`config.mk`:
```
export PLATFORM = sky130hd
export DESIGN_NAME = dram_fast_grant
export DESIGN_NICKNAME = d
export VERILOG_FILES = /design/src/rtl/dfg_pkg.sv /design/src/rtl/dfg_space_sel.sv /design/src/rtl/dfg_history.sv /design/src/rtl/dfg_fault_eval.sv /design/src/rtl/dram_fast_grant.sv
export SDC_FILE = /design/constraint.sdc
export NUM_CORES = 1
export LEC_CHECK = 0
export CELL_PAD_IN_SITES_DETAIL_PLACEMENT = 1
export CELL_PAD_IN_SITES_GLOBAL_PLACEMENT = 1
export CORE_MARGIN = 4
export CORE_UTILIZATION = 35
export DETAILED_ROUTE_END_ITERATION = 10
export PLACE_DENSITY = 0.81
export SYNTH_ARGS = -nofsm -noshare
export SYNTH_HDL_FRONTEND = slang
export SYNTH_SLANG_ARGS = --single-unit
```
`constraint.sdc`:
```
create_clock -name clk -period 1.9 [get_ports clk]
set_clock_uncertainty 0.05 [all_clocks]
set_input_delay 0.38 -clock clk [delete_from_list [all_inputs] [get_ports clk]]
set_output_delay 0.38 -clock clk [all_outputs]
set_load 0.01 [all_outputs]
```
`src/rtl/dfg_pkg.sv`:
```
package dfg_pkg;
   typedef enum logic [1:0] {
      SP_YDAT = 2'b00,
      SP_XDAT = 2'b01,
      SP_PROG = 2'b10,
      SP_IDLE = 2'b11
   } space_e;

   localparam int unsigned SPACE_PINS = 2;
endpackage

```
`src/rtl/dfg_space_sel.sv`:
```
module dfg_space_sel
   import dfg_pkg::*;
(
   input  logic [1:0] space,
   input  logic       mon_prog,
   input  logic       mon_xdat,
   input  logic       mon_ydat,
   output logic       is_access,
   output logic       monitored
);
   space_e sp;
   assign sp = space_e'(space);

   always_comb begin
      is_access = 1'b1;
      monitored = 1'b0;
      unique case (sp)
         SP_YDAT: monitored = mon_ydat;
         SP_XDAT: monitored = mon_xdat;
         SP_PROG: monitored = mon_prog;
         default: is_access = 1'b0;
      endcase
   end
endmodule

```
`src/rtl/dfg_history.sv`:
```
module dfg_history #(
   parameter int unsigned ADDR_W = 16
) (
   input  logic              clk,
   input  logic              rst_n,
   input  logic              load,
   input  logic              drop,
   input  logic [ADDR_W-1:0] cur_addr,
   input  logic [1:0]        cur_space,
   output logic [ADDR_W-1:0] lat_addr,
   output logic [1:0]        lat_space,
   output logic              lat_valid
);
   always_ff @(posedge clk or negedge rst_n) begin
      if (!rst_n) begin
         lat_addr  <= '0;
         lat_space <= 2'b00;
         lat_valid <= 1'b0;
      end else if (load) begin
         lat_addr  <= cur_addr;
         lat_space <= cur_space;
         lat_valid <= 1'b1;
      end else if (drop) begin
         lat_valid <= 1'b0;
      end
   end
endmodule

```
`src/rtl/dfg_fault_eval.sv`:
```
module dfg_fault_eval
   import dfg_pkg::*;
#(
   parameter int unsigned ADDR_W = 16
) (
   input  logic [ADDR_W-1:0] cur_addr,
   input  logic [1:0]        cur_space,
   input  logic [ADDR_W-1:0] lat_addr,
   input  logic [1:0]        lat_space,
   input  logic              lat_valid,
   input  logic [ADDR_W-1:0] page_mask,
   input  logic              en_seq,
   input  logic [1:0]        en_space,
   output logic              any_fault
);
   logic [ADDR_W-1:0]     seq_next;
   logic                  page_fault;
   logic                  seq_fault;
   logic [SPACE_PINS-1:0] pin_fault;

   assign seq_next   = lat_addr + {{(ADDR_W-1){1'b0}}, 1'b1};
   assign page_fault = |((cur_addr ^ lat_addr) & page_mask);
   assign seq_fault  = en_seq && (cur_addr != seq_next);

   for (genvar p = 0; p < SPACE_PINS; p++) begin : g_pin
      assign pin_fault[p] = en_space[p] & (cur_space[p] ^ lat_space[p]);
   end

   assign any_fault = !lat_valid || page_fault || seq_fault || (|pin_fault);
endmodule

```
`src/rtl/dram_fast_grant.sv`:
```
module dram_fast_grant #(
   parameter int unsigned ADDR_W = 16
) (
   input  logic              clk,
   input  logic              rst_n,
   input  logic              cyc_valid,
   input  logic              bus_owner,
   input  logic [ADDR_W-1:0] addr,
   input  logic [1:0]        space,
   input  logic              en_seq,
   input  logic              en_owner,
   input  logic              en_space_hi,
   input  logic              en_space_lo,
   input  logic              mon_prog,
   input  logic              mon_xdat,
   input  logic              mon_ydat,
   input  logic [ADDR_W-1:0] page_mask,
   output logic              fast_ok
);
   if (ADDR_W < 2 || ADDR_W > 64) begin : g_bad_width
      $error("dram_fast_grant: ADDR_W must lie in 2..64");
   end

   logic              is_access;
   logic              monitored;
   logic              qualify;
   logic              owner_q;
   logic              owner_lost;
   logic              any_fault;
   logic [ADDR_W-1:0] lat_addr;
   logic [1:0]        lat_space;
   logic              lat_valid;

   dfg_space_sel u_sel (
      .space     (space),
      .mon_prog  (mon_prog),
      .mon_xdat  (mon_xdat),
      .mon_ydat  (mon_ydat),
      .is_access (is_access),
      .monitored (monitored)
   );

   assign qualify    = cyc_valid && bus_owner && is_access;
   assign owner_lost = owner_q && !bus_owner && en_owner;

   dfg_history #(.ADDR_W(ADDR_W)) u_hist (
      .clk       (clk),
      .rst_n     (rst_n),
      .load      (qualify && monitored),
      .drop      (owner_lost),
      .cur_addr  (addr),
      .cur_space (space),
      .lat_addr  (lat_addr),
      .lat_space (lat_space),
      .lat_valid (lat_valid)
   );

   dfg_fault_eval #(.ADDR_W(ADDR_W)) u_eval (
      .cur_addr  (addr),
      .cur_space (space),
      .lat_addr  (lat_addr),
      .lat_space (lat_space),
      .lat_valid (lat_valid),
      .page_mask (page_mask),
      .en_seq    (en_seq),
      .en_space  ({en_space_hi, en_space_lo}),
      .any_fault (any_fault)
   );

   always_ff @(posedge clk or negedge rst_n) begin
      if (!rst_n) begin
         owner_q <= 1'b0;
         fast_ok <= 1'b0;
      end else begin
         owner_q <= bus_owner;
         if (qualify) begin
            fast_ok <= monitored && !any_fault;
         end
      end
   end
endmodule

```
After elaboration in Yosys (flattened, before gate mapping):

Cells that the tools add are included.

* flip-flop bits (word level): 21
* output and inout bits: 1
* logic and storage cells: 37

* $add $sub $neg: 1
* equal/unequal tests: 3
* multiplexer cells: 4
* bitwise operators: 6
* reduce and logical (&&, ||, !) cells: 18

Operators with widths (number)
* adder 16 x 1 -> 16 bit (second input constant): 1
* bitwise AND 16 bit: 1
* != test 16 bit: 1
* OR reduction 16 bit: 1
* XOR 16 bit: 1
* logical AND 1 bit: 7
* logical NOT 1 bit: 3
* logical OR 1 bit: 3
* 2-to-1 mux 1 bit: 3
* case mux 1 bit (3 select lines): 1
* OR reduction 3 bit: 1
* bitwise AND 1 bit: 2
* equality test 2 x 1 -> 1 bit (second input constant): 1
* equality test 2 bit (second input constant): 1
* logical NOT 2 bit: 1
* nonzero test 2 bit: 1
* OR reduction 2 bit: 1
* XOR 1 bit: 2

Depth between registers and ports, before layout:

* depth in word-level cells: 8
* gate-level depth with buffers: 7
* gate-level depth less buffers: 7

Modules after synthesis:

From an unflattened synthesis, not the netlist that was laid out.

* cell total of the unflattened synthesis: 149
* area, all modules: 1581.5 um^2

By module, submodules not included
* dfg_history: instances 1, cells each 41, area each 755.7 um^2, sequential area each 475.5 um^2
* dfg_fault_eval: instances 1, cells each 95, area each 703.2 um^2, sequential area each 0.0 um^2
* dram_fast_grant: instances 1, cells each 9, area each 96.3 um^2, sequential area each 50.0 um^2
* dfg_space_sel: instances 1, cells each 4, area each 26.3 um^2, sequential area each 0.0 um^2

Least setup slack after synthesis:

No wires, ideal clock.

* kind: reg-to-reg
* start: reg u_hist.lat_addr[0]
* end: reg fast_ok
* data arrival time: 1559 ps
* path slack: 164 ps
* cell stages (with the launch flop): 8
* cell sequence: dfrtp_1 ha_1 nand4_2 or2_4 mux2i_1 a211o_1 nand4_1 o21ai_1

* cells in the longest elaborated chain, start to end: 8
* elaborated cells between the ends (all ways): 11
* classes of those cells: add/sub (1); eq/ne (1); bitwise (2); reduce/logical (7)

RTL lines
* start, declared: RTL line dfg_history.sv:10 `output logic [ADDR_W-1:0] lat_addr,`
* start signal, assigned: RTL line dfg_history.sv:20 `lat_addr <= cur_addr;`
* branches (longest 4 deep; another with adder 16 x 1 -> 16 bit)
* logical OR 1 bit * (2 in series): RTL line dfg_fault_eval.sv:29 `assign any_fault = !lat_valid || page_fault || seq_fault || (|pin_fault);`
* logical NOT 1 bit *: RTL line dram_fast_grant.sv:77 `fast_ok <= monitored && !any_fault;`
* logical AND 1 bit *: RTL line dram_fast_grant.sv:77
* end signal, assigned: RTL line dram_fast_grant.sv:77
* end, declared: RTL line dram_fast_grant.sv:18 `output logic fast_ok`

Mark *: on every way between the ends.
A chain may end at the register's enable or synchronous reset.

Worst setup path after layout:

* start: reg u_hist.lat_addr[8]
* end: reg fast_ok

Same word-level chain as after synthesis.

==> impl_metrics.env <==
export IMPL_outcome="finished with violations"
export IMPL_failed_checks="setup timing"
export IMPL_power_leakage_uw=0.00111
export IMPL_synth_area_leaders="dfrtp_1 35%, xor2_1 13%, mux2_1 6.0%, mux2_2 6.0%, a22oi_1 3.5%"
export IMPL_drive_gt1_share_pct=31.4
export IMPL_wl_per_cell_um=23.0
export IMPL_crit_chain="xor2_1 > a22oi_1 > nand4_1 > nor4b_4 > nand4_1 > o21ai_1"
export IMPL_critical_path_class="reg2reg"
export IMPL_drtPass1Iterations=4
export IMPL_power_clock_fraction_pct=16.0
export IMPL_fmax_ghz=0.515
export IMPL_ys_seq_area_share_pct=35.0
export IMPL_max_slew_worst_pin_slew_ns=0.461
export IMPL_dpl_instance_area_mm2=0.00216
export IMPL_switching_share_pct=40.5
export IMPL_die_height_um=73.5
export IMPL_diodes=0
export IMPL_max_slew_margin_pct=69.0
export IMPL_rsz0062_at_grt="true"
export IMPL_r2r_setup_slack_ns=-0.04
export IMPL_synth_edf_count=0
export IMPL_fin_tns_setup_ns=-0.0405
export IMPL_antenna_found_initial=0
export IMPL_seqPwrFrac_pct=34.6
export IMPL_clk_latency_ns=0.28
export IMPL_finalHoldViolations=0
export IMPL_period_share_pct=102
export IMPL_portBuffers=45
export IMPL_netSwitchingPower_uw=829
export IMPL_first_iter_violations=102
export IMPL_multi_input_area_mm2=0.00110
export IMPL_power_frac_comb_pct=49.5
export IMPL_netlist_area_mm2=0.00150
export IMPL_wirelength_mm=6.27
export IMPL_area_delta_synth_final_pct=63.2
export IMPL_power_density_mw_per_mm2=836
export IMPL_gp_congestion=0.867
export IMPL_cap_violations=0
export IMPL_setup_viol=1
export IMPL_end_kind="register"
export IMPL_ys_flop_type="dfrtp_1"
export IMPL_clkTransAtPathRegs_ns=0.09
export IMPL_io_pins=46
export IMPL_grt_overflow_total=0
export IMPL_nFillCells=430
export IMPL_fin_cells=273
export IMPL_cts_htree_levels=1
export IMPL_p_int_uw=1220
export IMPL_ctsHoldBuffers=0
export IMPL_cts_sinks=21
export IMPL_grt_pass1_vias=1729
export IMPL_synth_top_cell_by_area="dfrtp_1"
export IMPL_core_mm2=0.00409
export IMPL_syn_inst=151
export IMPL_hpwl_mm=3.77
export IMPL_area_sequential_um2=532
export IMPL_grt_usage_pct=20.6
export IMPL_synth_most_common_cell="xor2_1"
export IMPL_async_reset_ff_share_pct=100
export IMPL_final_area_mm2=0.00245
export IMPL_start_util_pct=36.7
export IMPL_design_die_area_mm2=0.00540
export IMPL_worst_setup_path_start_kind="register"
export IMPL_synth_top_area_share_pct=35.0
export IMPL_ys_ff_latch=21
export IMPL_drtAntennaViolNets=0
export IMPL_route_vias_total=1555
export IMPL_cpMostUsedCell="nand4_1"
export IMPL_row_count=23
export IMPL_period_needed_ns=1.94
export IMPL_crit_path_top_delay_cell="dfrtp_2"
export IMPL_avgViaCountPerCell=5.70
export IMPL_cts_max_path_buffers=2
export IMPL_cts_root_buf="clkbuf_8"
export IMPL_ys_top_cells_by_count="23 x xor2_1, 21 x dfrtp_1, 10 x nand2_1"
export IMPL_max_stage_delay_ns=0.47
export IMPL_path_max_fanout=6
export IMPL_yosysUniqueCellTypes=39
export IMPL_finalWorstSetupSlack_ns=-0.0405
export IMPL_arrival_ns=2.08
export IMPL_drcViolationCount=0
export IMPL_cts_made_buffers=3
export IMPL_drv_slew=0
export IMPL_hold_ws_ns=0.352
export IMPL_fin_total_pwr_uw=2050
export IMPL_cts_tree="done"
export IMPL_synth_warnings=0
export IMPL_dp_cells=264
export IMPL_grt_max_degree=22
export IMPL_nets=270
export IMPL_syn_area_per_cell_um2=9.94
export IMPL_required_ns=2.04
export IMPL_peakVddDrop_v=0.000476
export IMPL_hold_class="in2reg"
export IMPL_syn_nets=197
export IMPL_die_w_um=73.5
export IMPL_grt_pass1_wl_mm=8.42
==> layout by cell type, fill, tap and decap left out, drive strengths merged, types with 2 or more instances in the layout <==
cell           instances
clkbuf                 4
nor4b                  2
nand2                 10
mux2i                  3
a22oi                  7
mux2                  16
a31oi                  2
nor4                   2
nor3                   4
xor2                  23
clkdlybuf4s50         30
a21oi                  2
dlygate4sd2            4
dlymetal6s2s          11
o21ai                  7
nor2                   6
xnor2                  5
inv                    9
nand3                  5
buf                   27
dfrtp                 21
nand4                  8
==> logic make-up (layout without fill, tap and decap cells) <==
kind of cell	Yosys count	in the layout	share of synthesized area (%)
XOR/XNOR	28	28	16.3
flip-flops	21	21	35.0
buffers and inverters	13	85	3.59
AND/OR/NAND/NOR	41	41	16.2
AO/OA/AOI/OAI	28	28	14.0
adder cells (fa/ha/maj)	1	1	0.834
multiplexers	19	19	14.0
==> through the flow <==
step / util [%] / worst slack (ns)
3_5_place_dp: 52.8 / -0.386
6_report: 59.9 / -0.0405
2_1_floorplan: - / 0.164
4_1_cts: 54.6 / 0.000482
3_3_place_gp: 52.8 / -0.195
5_1_grt: 59.9 / -0.121
==> state kept, by name (all words and copies together) (netlist names) <==
name              flops
owner_q               1
u_hist.lat_space      2
u_hist.lat_valid      1
fast_ok               1
u_hist.lat_addr      16
==> power by group through the flow <==
stage          Combinational, uW  Clock (uW)  Sequential, uW
2_1_floorplan                435           0             640
5_1_grt                     1070         348             725
3_3_place_gp                 736           0             668
3_5_place_dp                 773           0             682
6_report                    1010         327             708
4_1_cts                      816         319             678
==> path summary, 6_finish.rpt <==
path,startpoint,to,cells after the start
worst max-delay path,u_hist.lat_addr[8],fast_ok,6
worst min-delay path,addr[15],u_hist.lat_addr[15],2
worst max register to register,u_hist.lat_addr[8],fast_ok,6
worst min register to register,u_hist.lat_addr[15],u_hist.lat_addr[15],1
max in group asynchronous,rst_n,u_hist.lat_addr[2],2
min in group asynchronous,rst_n,u_hist.lat_addr[13],2
==> metal layers <==
metal | wire [um] | GRT usage [%]
met3 | 355 | 4.65
met5 | 0 | 0
met4 | 206 | 6.84
met2 | 3330 | 39.0
met1 | 2380 | 22.3
==> critical path: cells and delay by family, from the launching register on <==
family,cells,cell delay [ns]
AO/OA/AOI/OAI,2,0.47
AND/OR/NAND/NOR,3,0.66
flip-flops,1,0.47
XOR/XNOR,1,0.19
==> final cells by class <==
| cell class | count | area share, % |
|---|---|---|
| Multi-Input combinational cell | 117 | 44.8 |
| Timing Repair Buffer | 72 | 27.7 |
| Sequential cell | 21 | 21.7 |
| Tap cell | 50 | 2.55 |
| Clock buffer | 4 | 1.84 |
| Inverter | 9 | 1.38 |
==> repair_timing <==
item                                    CTS  global route
pin swaps                                11            18
buffers inserted                          0             5
hold endpoints to repair                  0             0
gates resized for setup                   9            38
endpoints found under the setup margin    1             1
gates cloned                              0             0
No activity file was read; power rests on OpenSTA's default activity.
